`config.mk`:
```
export PLATFORM = sky130hd
export DESIGN_NAME = coh_cache_engine
export DESIGN_NICKNAME = d
export VERILOG_FILES = /design/src/rtl/coh_pkg.sv /design/src/rtl/coh_cell_array.sv /design/src/rtl/coh_decide.sv /design/src/rtl/coh_msg_out.sv /design/src/rtl/coh_cache_engine.sv
export SDC_FILE = /design/constraint.sdc
export NUM_CORES = 1
export LEC_CHECK = 0
export BUFFER_PORTS_ARGS = -buffer_cell sky130_fd_sc_hd__buf_4
export CAP_MARGIN = 40
export CELL_PAD_IN_SITES_DETAIL_PLACEMENT = 1
export CELL_PAD_IN_SITES_GLOBAL_PLACEMENT = 1
export CORE_ASPECT_RATIO = 1.4
export CORE_MARGIN = 2
export CORE_UTILIZATION = 46
export CTS_CLUSTER_DIAMETER = 30
export DETAILED_ROUTE_END_ITERATION = 12
export PLACE_DENSITY_LB_ADDON = 0.1
export SYNTH_ARGS = -nofsm -noshare
export SYNTH_HDL_FRONTEND = slang
export SYNTH_SLANG_ARGS = --single-unit
```
`constraint.sdc`:
```
create_clock -name clk_i -period 2.5 [get_ports clk_i]
set_clock_uncertainty 0.2 [all_clocks]
set_input_delay 0.5 -clock clk_i [delete_from_list [all_inputs] [get_ports clk_i]]
set_output_delay 0.5 -clock clk_i [all_outputs]
set_load 0.005 [all_outputs]
```
`src/rtl/coh_pkg.sv`:
```
package coh_pkg;
  typedef enum logic [1:0] {OP_LOAD = 2'd0, OP_STORE = 2'd1, OP_COMMIT = 2'd2, OP_RECON = 2'd3} op_e;
  typedef enum logic [1:0] {CST_INV = 2'd0, CST_CLEAN = 2'd1, CST_DIRTY = 2'd2} cst_e;
  typedef enum logic [1:0] {PR_BASE = 2'd0, PR_WP = 2'd1, PR_MIG = 2'd2} proto_e;
  typedef enum logic [1:0] {MSG_REQ = 2'd0, MSG_WBB = 2'd1, MSG_DOWNWB = 2'd2} msg_e;
  typedef enum logic [1:0] {IN_FILL = 2'd0, IN_DOWN = 2'd1, IN_ACK = 2'd2} in_e;

  function automatic proto_e proto_lower(proto_e p);
    case (p)
      PR_MIG:  return PR_WP;
      PR_WP:   return PR_BASE;
      default: return PR_BASE;
    endcase
  endfunction
endpackage

```
`src/rtl/coh_cell_array.sv`:
```
module coh_cell_array
  import coh_pkg::*;
#(
  parameter int unsigned NUM_CELLS = 4,
  parameter int unsigned DATA_W    = 8,
  parameter int unsigned ADDR_W    = 2
) (
  input  logic              clk_i,
  input  logic              rst_ni,
  input  logic [ADDR_W-1:0] sel_i,
  input  logic              do_store_i,
  input  logic              do_purge_i,
  input  logic [DATA_W-1:0] store_data_i,
  input  logic              issue_i,
  input  msg_e              issue_type_i,
  input  logic              in_valid_i,
  input  logic [1:0]        in_type_i,
  input  logic [ADDR_W-1:0] in_addr_i,
  input  logic [1:0]        in_proto_i,
  input  logic [DATA_W-1:0] in_data_i,
  output cst_e              st_o    [NUM_CELLS],
  output proto_e            proto_o [NUM_CELLS],
  output logic [DATA_W-1:0] data_o  [NUM_CELLS],
  output logic              pend_o  [NUM_CELLS],
  output logic              busy_o  [NUM_CELLS]
);
  for (genvar i = 0; i < NUM_CELLS; i++) begin : g_cell
    logic hit_sel, hit_in;
    assign hit_sel = (sel_i == ADDR_W'(i));
    assign hit_in  = in_valid_i && (in_addr_i == ADDR_W'(i));

    always_ff @(posedge clk_i or negedge rst_ni) begin
      if (!rst_ni) begin
        st_o[i]    <= CST_INV;
        proto_o[i] <= PR_BASE;
        data_o[i]  <= '0;
        pend_o[i]  <= 1'b0;
        busy_o[i]  <= 1'b0;
      end else begin
        if (hit_sel) begin
          if (do_store_i) begin
            st_o[i]   <= CST_DIRTY;
            data_o[i] <= store_data_i;
          end
          if (do_purge_i) st_o[i] <= CST_INV;
          if (issue_i && issue_type_i == MSG_REQ) pend_o[i] <= 1'b1;
          if (issue_i && issue_type_i != MSG_REQ) busy_o[i] <= 1'b1;
        end
        // incoming traffic is applied last and always consumed
        if (hit_in) begin
          case (in_type_i)
            IN_FILL: begin
              st_o[i]    <= CST_CLEAN;
              proto_o[i] <= proto_e'(in_proto_i);
              data_o[i]  <= in_data_i;
              pend_o[i]  <= 1'b0;
            end
            IN_DOWN: if (st_o[i] != CST_INV) proto_o[i] <= proto_lower(proto_o[i]);
            IN_ACK: begin
              st_o[i]    <= CST_CLEAN;
              proto_o[i] <= PR_BASE;
              busy_o[i]  <= 1'b0;
            end
            default: ;
          endcase
        end
      end
    end
  end
endmodule

```
`src/rtl/coh_decide.sv`:
```
module coh_decide
  import coh_pkg::*;
(
  input  logic       instr_valid_i,
  input  logic [1:0] op_i,
  input  cst_e       st_i,
  input  proto_e     proto_i,
  input  logic       pend_i,
  input  logic       busy_i,
  input  logic       can_issue_i,
  output logic       retire_o,
  output logic       do_store_o,
  output logic       do_purge_o,
  output logic       issue_o,
  output msg_e       issue_type_o,
  output logic       issue_two_o
);
  always_comb begin
    retire_o     = 1'b0;
    do_store_o   = 1'b0;
    do_purge_o   = 1'b0;
    issue_o      = 1'b0;
    issue_type_o = MSG_REQ;
    issue_two_o  = 1'b0;
    if (instr_valid_i) begin
      case (op_i)
        OP_LOAD, OP_STORE: begin
          if (st_i != CST_INV) begin
            retire_o   = 1'b1;
            do_store_o = (op_i == OP_STORE);
          end else if (!pend_i && can_issue_i) begin
            issue_o = 1'b1;
          end
        end
        OP_COMMIT: begin
          if (st_i != CST_DIRTY || proto_i == PR_MIG) begin
            retire_o = 1'b1;
          end else if (!busy_i && can_issue_i) begin
            issue_o      = 1'b1;
            issue_two_o  = (proto_i == PR_WP);
            issue_type_o = (proto_i == PR_WP) ? MSG_DOWNWB : MSG_WBB;
          end
        end
        default: begin
          retire_o   = 1'b1;
          do_purge_o = (st_i == CST_CLEAN) && (proto_i == PR_BASE);
        end
      endcase
    end
  end
endmodule

```
`src/rtl/coh_msg_out.sv`:
```
module coh_msg_out
  import coh_pkg::*;
#(
  parameter int unsigned DATA_W = 8,
  parameter int unsigned ADDR_W = 2
) (
  input  logic              clk_i,
  input  logic              rst_ni,
  input  logic              issue_i,
  input  msg_e              issue_type_i,
  input  logic              issue_two_i,
  input  logic [ADDR_W-1:0] issue_addr_i,
  input  logic [DATA_W-1:0] issue_data_i,
  output logic              can_issue_o,
  output logic              msg_valid_o,
  input  logic              msg_ready_i,
  output logic [1:0]        msg_type_o,
  output logic [ADDR_W-1:0] msg_addr_o,
  output logic [DATA_W-1:0] msg_data_o
);
  logic              slot_free;
  logic              fol_q;
  logic [ADDR_W-1:0] fol_addr_q;
  logic [DATA_W-1:0] fol_data_q;

  assign slot_free   = !msg_valid_o || msg_ready_i;
  assign can_issue_o = slot_free && !fol_q;

  always_ff @(posedge clk_i or negedge rst_ni) begin
    if (!rst_ni) begin
      msg_valid_o <= 1'b0;
      msg_type_o  <= MSG_REQ;
      msg_addr_o  <= '0;
      msg_data_o  <= '0;
      fol_q       <= 1'b0;
      fol_addr_q  <= '0;
      fol_data_q  <= '0;
    end else if (slot_free) begin
      if (fol_q) begin
        // queued writeback takes the slot right after the downgrade notice
        msg_valid_o <= 1'b1;
        msg_type_o  <= MSG_WBB;
        msg_addr_o  <= fol_addr_q;
        msg_data_o  <= fol_data_q;
        fol_q       <= 1'b0;
      end else if (issue_i) begin
        msg_valid_o <= 1'b1;
        msg_type_o  <= issue_type_i;
        msg_addr_o  <= issue_addr_i;
        msg_data_o  <= issue_data_i;
        fol_q       <= issue_two_i;
        fol_addr_q  <= issue_addr_i;
        fol_data_q  <= issue_data_i;
      end else begin
        msg_valid_o <= 1'b0;
      end
    end
  end
endmodule

```
`src/rtl/coh_cache_engine.sv`:
```
module coh_cache_engine
  import coh_pkg::*;
#(
  parameter  int unsigned NUM_CELLS = 4,
  parameter  int unsigned DATA_W    = 8,
  localparam int unsigned ADDR_W    = (NUM_CELLS > 1) ? $clog2(NUM_CELLS) : 1
) (
  input  logic              clk_i,
  input  logic              rst_ni,
  input  logic              instr_valid_i,
  input  logic [1:0]        instr_op_i,
  input  logic [ADDR_W-1:0] instr_addr_i,
  input  logic [DATA_W-1:0] instr_data_i,
  output logic              retire_o,
  output logic [DATA_W-1:0] retire_data_o,
  output logic              msg_valid_o,
  input  logic              msg_ready_i,
  output logic [1:0]        msg_type_o,
  output logic [ADDR_W-1:0] msg_addr_o,
  output logic [DATA_W-1:0] msg_data_o,
  input  logic              in_valid_i,
  input  logic [1:0]        in_type_i,
  input  logic [ADDR_W-1:0] in_addr_i,
  input  logic [1:0]        in_proto_i,
  input  logic [DATA_W-1:0] in_data_i
);
  cst_e              st    [NUM_CELLS];
  proto_e            proto [NUM_CELLS];
  logic [DATA_W-1:0] data  [NUM_CELLS];
  logic              pend  [NUM_CELLS];
  logic              busy  [NUM_CELLS];

  cst_e   sel_st;
  proto_e sel_proto;
  logic   do_store, do_purge, issue, issue_two, can_issue;
  msg_e   issue_type;

  assign sel_st        = st[instr_addr_i];
  assign sel_proto     = proto[instr_addr_i];
  assign retire_data_o = data[instr_addr_i];

  coh_cell_array #(.NUM_CELLS(NUM_CELLS), .DATA_W(DATA_W), .ADDR_W(ADDR_W)) u_cells (
    .clk_i, .rst_ni,
    .sel_i(instr_addr_i), .do_store_i(do_store), .do_purge_i(do_purge),
    .store_data_i(instr_data_i), .issue_i(issue), .issue_type_i(issue_type),
    .in_valid_i, .in_type_i, .in_addr_i, .in_proto_i, .in_data_i,
    .st_o(st), .proto_o(proto), .data_o(data), .pend_o(pend), .busy_o(busy)
  );

  coh_decide u_decide (
    .instr_valid_i, .op_i(instr_op_i), .st_i(sel_st), .proto_i(sel_proto),
    .pend_i(pend[instr_addr_i]), .busy_i(busy[instr_addr_i]), .can_issue_i(can_issue),
    .retire_o, .do_store_o(do_store), .do_purge_o(do_purge),
    .issue_o(issue), .issue_type_o(issue_type), .issue_two_o(issue_two)
  );

  coh_msg_out #(.DATA_W(DATA_W), .ADDR_W(ADDR_W)) u_msg (
    .clk_i, .rst_ni,
    .issue_i(issue), .issue_type_i(issue_type), .issue_two_i(issue_two),
    .issue_addr_i(instr_addr_i), .issue_data_i(retire_data_o),
    .can_issue_o(can_issue),
    .msg_valid_o, .msg_ready_i, .msg_type_o, .msg_addr_o, .msg_data_o
  );
endmodule

```
### Word-level counts from Yosys, hierarchy flattened

Index checks and enable logic that the tools add are counted.

| operators by class | value |
|---|---|
| magnitude comparators | 1 |
| eq/ne operators | 22 |
| multiplexer cells | 129 |
| bitwise gates (word level) | 2 |
| reductions and logical operators | 39 |

Operator list:

| kind | number |
|---|---|
| 2-to-1 mux 8 bit | 20 |
| 2-to-1 mux 2 bit | 37 |
| 2-to-1 mux 1 bit | 61 |
| one-hot mux 2 bit (3 select lines) | 4 |
| == test 2 bit (second input constant) | 11 |
| binary-select mux 8 bit (select 2 bit) | 1 |
| AND reduction 3 bit | 5 |
| nonzero test 2 bit | 7 |
| == test 2 x 1 -> 1 bit (second input constant) | 6 |
| zero test 2 bit | 6 |
| logical AND 1 bit | 10 |
| binary-select mux 2 bit (select 2 bit) | 2 |
| != test 2 x 1 -> 1 bit (second input constant) | 4 |
| binary-select mux 1 bit (select 2 bit) | 2 |
| zero test 1 bit | 4 |
| one-hot mux 1 bit (2 select lines) | 2 |
| OR reduction 2 bit | 2 |
| greater-or-equal comparator 3 bit (second input constant) | 1 |
| inverter 2 -> 3 bit | 1 |
| nonzero test 3 bit | 1 |
| OR reduction 3 bit | 1 |
| logical OR 1 bit | 2 |
| != test 2 bit (second input constant) | 1 |
| AND reduction 2 bit | 1 |
| inverter 1 bit | 1 |

| word-level totals | value |
|---|---|
| bits in registers | 80 |
| input port bits | 31 |
| output and inout port bits | 22 |
| word-level logic and storage cells | 220 |

### Depth between registers and ports, before layout

Gate-level depths: netlist of the first run.

| logic depth | value |
|---|---|
| depth after elaboration | 16 |
| depth in mapped cells | 8 |
| gate-level depth less buffers | 6 |

### Hierarchy

Synthesis of the first run repeated with hierarchy kept, for this count alone.

| unflattened totals | value |
|---|---|
| cell total of the unflattened synthesis | 401 |
| area total of the unflattened synthesis | 4310.4 µm² |

Modules (own cells, without submodules):

| module | times used | cells each | area each (µm²) | sequential area each (µm²) |
|---|---|---|---|---|
| coh_cell_array | 1 | 297 | 2717.6 | 1401.3 |
| coh_msg_out | 1 | 69 | 1104.8 | 600.6 |
| coh_cache_engine | 1 | 17 | 366.6 | 0.0 |
| coh_decide | 1 | 18 | 121.4 | 0.0 |

### Worst setup path before layout of the first run

OpenSTA, ideal clock, no wires.

| path | value |
|---|---|
| kind | in2reg |
| start | input instr_addr_i[1] |
| end | register u_msg.msg_addr_o[1] |
| setup time | 0.128 ns |
| data arrival time | 2.341 ns |
| required time | 2.172 ns |
| path slack | -0.169 ns |
| stages on the path | 7 |
| path buffers | 2 |
| path through | buf_2 > mux4_2 > nor2b_4 > nor4b_4 > o31ai_2 > buf_4 > mux2_1 |

| on the way | value |
|---|---|
| longest elaborated chain between the ends | 12 |
| elaborated cells on any way between the ends | 31 |
| those cells by class | eq/ne: 2; mux: 20; bitwise: 1; reduce/logical: 8 |

Ends and longest elaborated chain:

| what | line | source |
|---|---|---|
| start: declaration | coh_cache_engine.sv:12 | `input logic [ADDR_W-1:0] instr_addr_i,` |
| inverter 2 -> 3 bit (implied by the code) | coh_cache_engine.sv:38, coh_cache_engine.sv:39, coh_cache_engine.sv:52 |  |
| binary-select mux 1 bit (select 2 bit) | coh_cache_engine.sv:52 | `.pend_i(pend[instr_addr_i]), .busy_i(busy[instr_addr_i]), .can_issue_i(can_issue),` |
| 2-to-1 mux 1 bit (implied by the code) (2 in series) | coh_cache_engine.sv:52 |  |
| zero test 1 bit (on tied branches) | coh_decide.sv:38, coh_decide.sv:31 |  |
| logical AND 1 bit (on tied branches) | coh_decide.sv:38, coh_decide.sv:31 |  |
| 2-to-1 mux 1 bit (on tied branches) | coh_decide.sv:38, coh_decide.sv:31 |  |
| 2-to-1 mux 1 bit (on tied branches) | coh_decide.sv:36, coh_decide.sv:28 |  |
| one-hot mux 1 bit (2 select lines) | coh_decide.sv:26 | `case (op_i)` |
| 2-to-1 mux 1 bit | coh_decide.sv:25 | `if (instr_valid_i) begin` |
| nonzero test 2 bit (no source line) | - |  |
| AND reduction 2 bit (no source line) | - |  |
| end signal: assignment | coh_msg_out.sv:43 | `msg_addr_o <= fol_addr_q;` |
| end signal: assignment | coh_msg_out.sv:49 | `msg_addr_o <= issue_addr_i;` |
| end: declaration | coh_msg_out.sv:18 | `output logic [ADDR_W-1:0] msg_addr_o,` |

Parallel ways exist; a longest one is shown, timed or not. The select of a mux whose other input is x is not followed.
A chain may end at the register's enable or synchronous reset.

### Final worst setup path of the first run

| path | value |
|---|---|
| start | register u_cells.proto_o[4] in the netlist's numbering |
| end | output retire_o |

| on the way | value |
|---|---|
| longest elaborated chain between the ends | 8 |

Ends and longest elaborated chain:

| what | line | source |
|---|---|---|
| start: declaration | coh_cell_array.sv:22 | `output proto_e proto_o [NUM_CELLS],` |
| start signal: indexed assignment | coh_cell_array.sv:54 | `proto_o[i] <= proto_e'(in_proto_i);` |
| start signal: indexed assignment | coh_cell_array.sv:58 | `IN_DOWN: if (st_o[i] != CST_INV) proto_o[i] <= proto_lower(proto_o[i]);` |
| binary-select mux 2 bit (select 2 bit) | coh_cache_engine.sv:39 | `assign sel_proto = proto[instr_addr_i];` |
| 2-to-1 mux 2 bit (implied by the code) (2 in series) | coh_cache_engine.sv:39 |  |
| == test 2 bit | coh_decide.sv:36 | `if (st_i != CST_DIRTY \|\| proto_i == PR_MIG) begin` |
| logical OR 1 bit | coh_decide.sv:36 |  |
| 2-to-1 mux 1 bit | coh_decide.sv:36 |  |
| one-hot mux 1 bit (2 select lines) | coh_decide.sv:26 |  |
| 2-to-1 mux 1 bit | coh_decide.sv:25 |  |
| end: declaration | coh_cache_engine.sv:14 | `output logic retire_o,` |

Every way passes these cells. The select of a mux whose other input is x is not followed.

==> results of run 1 <==
## timing repair
item / 4_1_cts / 5_1_grt
endpoints found under the hold margin: 41 / 0
hold buffers: 1 / 0
resized for setup: 2 / 3
pin swaps: 0 / 2
buffers inserted: 6 / 6
setup endpoints to repair: 1 / 2
## cell families (layout without fill, tap and decap cells)
logic type	count (synthesis)	count (layout)	synth area share, %
mux	83	83	25.9
buf+inv	27	127	2.95
simple gates	95	95	12.3
compound gates	76	76	10.3
flops	80	80	47.6
fa+ha+maj	3	3	0.893
## report_power, final
group	internal, uW	switching, uW
Sequential	1750	280
Clock	680	551
Combinational	961	640
Total	3390	1470
## how the worst min path moves through the flow
stage          slack, ns                       startpoint                         endpoint
2_1_floorplan      0.004                           rst_ni      u_cells.busy_o[0]$_DFF_PN0_
3_3_place_gp        0.27  u_msg.fol_data_q[7]$_DFFE_PN0P_  u_msg.fol_data_q[7]$_DFFE_PN0P_
3_5_place_dp        0.30  u_msg.fol_data_q[5]$_DFFE_PN0P_  u_msg.fol_data_q[5]$_DFFE_PN0P_
4_1_cts             0.19                     in_data_i[5]     u_cells.data_o[29]$_DFF_PN0_
5_1_grt             0.21                     in_data_i[1]     u_cells.data_o[25]$_DFF_PN0_
6_report            0.20                     in_data_i[0]     u_cells.data_o[24]$_DFF_PN0_
## area by class of cell
| type | instances | area [sq um] |
|---|---|---|
| inverter | 8 | 30.0 |
| sequential | 80 | 2000 |
| timing repair buffer | 103 | 842 |
| clock buffer | 9 | 225 |
| fill | 953 | 3510 |
| tap | 107 | 134 |
| clock inverter | 7 | 56.3 |
| multi-input combinational | 257 | 2130 |
## layout by cell type (no fill, tap or decap), drive strengths merged, types with 2 or more instances in the layout
master    n
buf     102
dfrtp    80
nor2     45
a21oi    41
mux2i    35
mux2     34
nand2    18
o21ai    15
mux4     14
clkbuf    9
inv       9
a31oi     6
nor2b     5
clkinv    5
a211oi    4
nand4b    4
nor3b     4
nand2b    3
ha        3
o31ai     3
and3      2
and2      2
nand3     2
nor3      2
or2       2
nor4b     2
a22o      2
## sequential cells by signal (all words and copies together) (netlist names)
register and flops:
u_cells.st_o 8, u_msg.msg_type_o 2, u_cells.data_o 32, u_cells.busy_o 4, u_msg.msg_addr_o 2, u_msg.fol_data_q 8
u_msg.fol_q 1, u_msg.fol_addr_q 2, u_msg.msg_data_o 8, u_cells.pend_o 4, u_msg.msg_valid_o 1, u_cells.proto_o 8
## routing by layer
| metal | part of all wire, % | track usage [%] | wire [um] |
|---|---|---|---|
| met5 | 0 | 0 | 0 |
| met4 | 1.7 | 8.04 | 192 |
| met3 | 3.1 | 5.33 | 349 |
| met2 | 55 | 44.5 | 6270 |
| met1 | 40 | 27.9 | 4530 |
## worst reg2reg max path, delay by kind of cell (launching register included)
family	cells	cell delay, ns
AOI/OAI and AO/OA	2	0.26
and+or+nand+nor	2	0.74
muxes	1	0.51
buffers and inverters	1	0.19
DFF	1	0.39
## stage by stage
stage	area (sq um)	power (uW)	utilization, %	instances
after floorplan	4260	2890	-	364
after global placement	5030	3460	56.3	543
after detailed placement	5030	3550	56.3	543
after CTS	5370	4860	60.2	566
after global routing	5420	5130	60.7	571
final	5420	4860	60.7	571
==> metrics.md, run 1 <==
| Metric | Value |
|---|---|
| Worst reg2reg path depth | 6 |
| Clock Latency Late Sink | 0.34 ns |
| Most frequent cell after synthesis | dfrtp_1 |
| Vias per Instance | between 5 and 6 |
| Chip Width | approximately 85 um |
| DRT antenna net count | 0 |
| DR iter-0 viols | about 140 |
| Largest net degree at the start of global routing | 44 |
| Async SR Flop Fraction | between 90% and 100% |
| Reg-to-reg critical path endpoint | u_cells.busy_o[2]$_DFF_PN0_ |
| Post-Syn Nets | slightly below 400 |
| Synth area leader | dfrtp_1 |
| TritonCTS clock tree | built |
| Synthesis-stage register bit count | 80 |
| Lkg Pwr | roughly 0.0027 uW |
| TritonCTS Sinks | 80 |
| Worst setup margin | roughly 0.035 ns |
| Crit end category | output port |
| Worst VDD drop | a little over 0.5 mV |
| Peak Freq | about 410 MHz |
| Die Area | 0.00993 sq mm |
| CP Buf/Inv Count | 1 |
| H-tree levels | 3 |
| CP max stage cell | mux4_2 |
| Worst R2R Setup Slack | ~0.13 ns |
| RSZ-0062 raised after global routing | true |
| Max_cap viols | 0 |
| Worst setup SP type | register |
| Min Tclk post-route | approximately 2.5 ns |
| Io pins | 53 |
| CP required | 1.80 ns |
| Synth Area per Inst | between 10 and 15 sq um |
| Initial antenna violation count | 0 |
| Hold slack | between 0.15 and 0.2 ns |
| Area grow syn2layout | 29.0% |
| Hold Crit Class | primary input to register |
| Synth cell types | 44 |
| Crit-path cells | mux4_2, nor2b_4, nor3b_2, nor2_1, buf_4 |
| Worst-Margin Slew | 0.599 ns |
| Slew margin rel. | about 60% |
| Cell count after synthesis | 364 |
| Drt pass-1 iters | 4 |
| Period utilization | a little over nine tenths |
| Outcome | completed |
| Top cells by count, synth | dfrtp_1, nor2_1, a21oi_1 |
| Register area share after synthesis | 47.6% |
| Synth top area cells | dfrtp_1, mux2i_1, mux4_2 |
| Worst-path fanout max | 3 |
| Clock-pin slew on the worst setup and hold paths | roughly 0.06 ns |
| WL/cell | 19.8 um |
| TritonCTS Buffers | 9 |
| HPWL after DPL | approximately 8.2 mm |
| Synthesized area | 0.00420 sq mm |
| GRT Resource Usage Total | 24.2% |
| Port Buffers | 52 |
| Critical Path End | retire_o |
| Endpoints failing hold | 0 |
| Total stage count of the critical path | 5 |
| RePlAce Congestion | around 0.78 |
| # diodes | 0 |
| DRC errors left | 0 |
| Vias in the first global route | about 3,500 |
| Fin Setup TNS | 0 ns |
| First-pass GRT wire length | around 18 mm |
| Critical Path AT | 1.77 ns |
| Floorplan row count | 41 |
| Worst Setup SP | u_cells.proto_o[4]$_DFFE_PN0P_ |
| Setup Slack @ Placement | -0.193 ns |
| Dominant synthesized flop cell | dfrtp_1 |
| Ys Warns | 0 |
| Core Area | slightly below 0.009 sq mm |
| Vias | 3,224 |
| Crit-path leading delay family | multiplexers |
| Layout cell share with drive strength beyond 1 | 38.4% |
| Initial Util | around 47% |
| Root Driver | clkbuf_16 |
| Top cell type's share of synthesized area | 47.6% |
| Layout Nets | around 490 |
| Reg2reg start | u_cells.busy_o[3]$_DFF_PN0_ |
| CP Class | register to output port |
| Max incr delay on CP | approximately 0.54 ns |
| DIE HEIGHT | 117 um |
| Hold Crit Depth | 3 |
| Final Slew Violations | 0 |
| Clock buffer depth | 2 |
| Setup violations, final | 0 |
| Pwr dens | 897 mW/mm^2 |
| Wirelength, routed | between 10 and 15 mm |
| Total grt overflow | 0 |
| Number of synthesized flops with an enable pin | 0 |
(Power assumes the default switching activity.)
==> inputs of run 2 (changes only) <==
--- a/config.mk
+++ b/config.mk
@@ -9,11 +9,11 @@
 export CAP_MARGIN = 40
 export CELL_PAD_IN_SITES_DETAIL_PLACEMENT = 1
 export CELL_PAD_IN_SITES_GLOBAL_PLACEMENT = 1
-export CORE_ASPECT_RATIO = 1.4
 export CORE_MARGIN = 2
 export CORE_UTILIZATION = 46
 export CTS_CLUSTER_DIAMETER = 30
 export DETAILED_ROUTE_END_ITERATION = 12
+export HOLD_SLACK_MARGIN = 0.08
 export PLACE_DENSITY_LB_ADDON = 0.1
 export SYNTH_ARGS = -nofsm -noshare
 export SYNTH_HDL_FRONTEND = slang
==> metrics.md, run 2 (same netlist as run 1, synthesis figures left out) <==
| Metric | Value |
|---|---|
| Peak Freq | 394 MHz (was 406 MHz) |
| Sw power | 1430 uW (was 1470 uW) |
| Setup Slack @ Placement | -0.208 ns (was -0.193 ns) |
| Reg2reg start | u_cells.st_o[0]$_DFF_PN0_ (was u_cells.busy_o[3]$_DFF_PN0_) |
| Total grt overflow | 0 (unchanged) |
| Drt pass-1 iters | 4 (unchanged) |
| Comb pwr share | 34.8% (was 32.9%) |
| Wirelength, routed | 11.1 mm (was 11.3 mm) |
| Outcome | complete, but fails checks (was completed) |
| DRC errors left | 0 (unchanged) |
| Clock buffer depth | 2 (unchanged) |
| Violated checks | negative setup slack |
| Most flop-heavy register | u_cells.data_o (unchanged) |
| Worst setup margin | -0.0372 ns (was 0.0349 ns) |
| Crit end category | output port (unchanged) |
| Lkg Pwr | 0.00264 uW (was 0.00268 uW) |
| Core Util, Final | 60.6% (was 60.7%) |
| RePlAce Congestion | 0.855 (was 0.785) |
| Clock Latency Late Sink | 0.36 ns (was 0.34 ns) |
| Pwr dens | 872 mW/mm^2 (was 897 mW/mm^2) |
| Root Driver | clkbuf_8 (was clkbuf_16) |
| TritonCTS clock tree | built (unchanged) |
| RSZ-0062 raised after global routing | true (unchanged) |
| DRT antenna net count | 0 (unchanged) |
| Critical Path End | retire_o (unchanged) |
| Max FFs per register | 32 (unchanged) |
| Vias per Instance | 5.70 (was 5.65) |
| Reg-to-reg critical path endpoint | u_msg.msg_data_o[0]$_DFFE_PN0P_ (was u_cells.busy_o[2]$_DFF_PN0_) |
| TritonCTS Buffers | 9 (unchanged) |
| Most common cell after layout, fill and taps aside | buf_4 (unchanged) |
| Most frequent cells in the layout | buf_4, dfrtp_1, nor2_1, a21oi_1, mux2i_1 (unchanged) |
| Max_cap viols | 0 (unchanged) |
| Clock power share | 21.9% (was 25.3%) |
| Initial antenna violation count | 0 (unchanged) |
| Int Power | 3220 uW (was 3390 uW) |
| Period utilization | 101% (was 98.6%) |
| Vias | 3,240 (was 3,224) |
| Port Buffers | 52 (unchanged) |
| First-pass GRT wire length | 18.3 mm (was 18.2 mm) |
| Largest net degree at the start of global routing | 42 (was 44) |
| H-tree levels | 3 (unchanged) |
| CP required | 1.80 ns (about the same) |
| Switching share of power | 30.7% (was 30.3%) |
| Floorplan row count | 34 (was 41) |
| Clock-pin slew on the worst setup and hold paths | 0.09 ns (was 0.06 ns) |
| Vias in the first global route | 3,477 (was 3,501) |
| Min Tclk post-route | 2.54 ns (was 2.47 ns) |
| WL/cell | 19.5 um (was 19.8 um) |
| Layout Nets | 489 (was 493) |
| Setup violations, final | 1 (was 0) |
| Worst reg2reg path depth | 7 (was 6) |
| # diodes | 0 (unchanged) |
| Area grow syn2layout | 26.9% (was 29.0%) |
| Layout cell share with drive strength beyond 1 | 37.6% (was 38.4%) |
| Fill count | 932 (was 953) |
| Worst setup SP type | primary input (was register) |
| DIE HEIGHT | 99.6 um (was 117 um) |
| Critical Path AT | 1.84 ns (was 1.77 ns) |
| Final Slew Violations | 0 (unchanged) |
| Endpoints failing hold | 0 (unchanged) |
| Core Area | 0.00881 sq mm (was 0.00893 sq mm) |
| Slew margin rel. | 62.0% (was 60.1%) |
| HPWL after DPL | 7.88 mm (was 8.21 mm) |
| Worst VDD drop | 0.486 mV (was 0.504 mV) |
| Worst-path fanout max | 7 (was 3) |
| Worst R2R Setup Slack | 0.07 ns (was 0.13 ns) |
| Hold slack | 0.188 ns (was 0.200 ns) |
| Worst Setup SP | instr_addr_i[1] (was u_cells.proto_o[4]$_DFFE_PN0P_) |
| Seq pwr share | 43.3% (was 41.7%) |
| GRT Resource Usage Total | 23.7% (was 24.2%) |
| Worst-Margin Slew | 0.568 ns (was 0.599 ns) |
| Initial Util | 47.7% (was 47.1%) |
| TritonCTS Sinks | 80 (unchanged) |
| DR iter-0 viols | 122 (was 138) |
| CP Class | primary input to output port (was register to output port) |
| Power Total | 4650 uW (was 4860 uW) |
| Chip Width | 99.6 um (was 84.8 um) |
| Io pins | 53 (unchanged) |
| Hold Crit Class | primary input to register (unchanged) |
| Die Area | 0.00992 sq mm (was 0.00993 sq mm) |
==> run 2: metal layers <==
layer | global-route usage (%) | vias to the layer above | wire (um)
li1 | - | 1504 | -
met5 | 0 | - | 0
met2 | 40.0 | 67 | 5580
met4 | 6.95 | 0 | 192
met1 | 32.0 | 1654 | 5040
met3 | 3.30 | 15 | 272
==> run 2: worst min path at each step <==
| stage | startpoint | to | slack [ns] | cells after the start |
|---|---|---|---|---|
| 2_1_floorplan | rst_ni | u_cells.busy_o[0]$_DFF_PN0_ | 0.004 | 0 |
| 3_3_place_gp | u_msg.fol_addr_q[1]$_DFFE_PN0P_ | u_msg.fol_addr_q[1]$_DFFE_PN0P_ | 0.29 | 1 |
| 3_5_place_dp | u_msg.fol_data_q[5]$_DFFE_PN0P_ | u_msg.fol_data_q[5]$_DFFE_PN0P_ | 0.29 | 1 |
| 4_1_cts | in_data_i[3] | u_cells.data_o[27]$_DFF_PN0_ | 0.18 | 3 |
| 5_1_grt | in_data_i[3] | u_cells.data_o[27]$_DFF_PN0_ | 0.20 | 3 |
| 6_report | in_data_i[3] | u_cells.data_o[27]$_DFF_PN0_ | 0.19 | 3 |
==> run 2: power by group through the flow <==
stage	logic [uW]	clock network (uW)	registers [uW]
6_report	1620	1020	2010
4_1_cts	1620	1040	2010
2_1_floorplan	937	0	1960
3_3_place_gp	1420	0	2020
3_5_place_dp	1480	0	2060
5_1_grt	1760	1090	2070
==> run 2: stage by stage <==
step | instances | setup TNS (ns) | instance area, sq um
after floorplan | 364 | -0.386 | 4260
after global placement | 537 | -4.66 | 4990
after detailed placement | 537 | -6.84 | 4990
after CTS | 568 | 0 | 5330
after global routing | 568 | -0.126 | 5330
final | 568 | -0.0372 | 5330
==> run 2: critical path, cell delays in order <==
cell	delay, ns
buf_4	0.13
buf_4	0.16
and3b_1	0.18
a22oi_1	0.38
buf_4	0.21
nor3b_2	0.05
nor2_1	0.10
buf_4	0.12
==> run 2: repair_timing <==
| item | 4_1_cts | 5_1_grt |
|---|---|---|
| setup buffers | 15 | 0 |
| pin swaps | 2 | 1 |
| hold buffers | 1 | 0 |
| setup endpoints to repair | 1 | 4 |
| hold endpoints to repair | 39 | 0 |
| resized for setup | 4 | 0 |
==> run 2: final cells by class <==
class	instances	area (sq um)	share of cell area, %
clock buffers	10	138	2.58
clock inverters	6	75.1	1.41
inverters	8	30.0	0.563
multi-input cells	257	2130	39.9
flip-flops and latches	80	2000	37.5
well taps	108	135	2.53
repair buffers	99	828	15.5
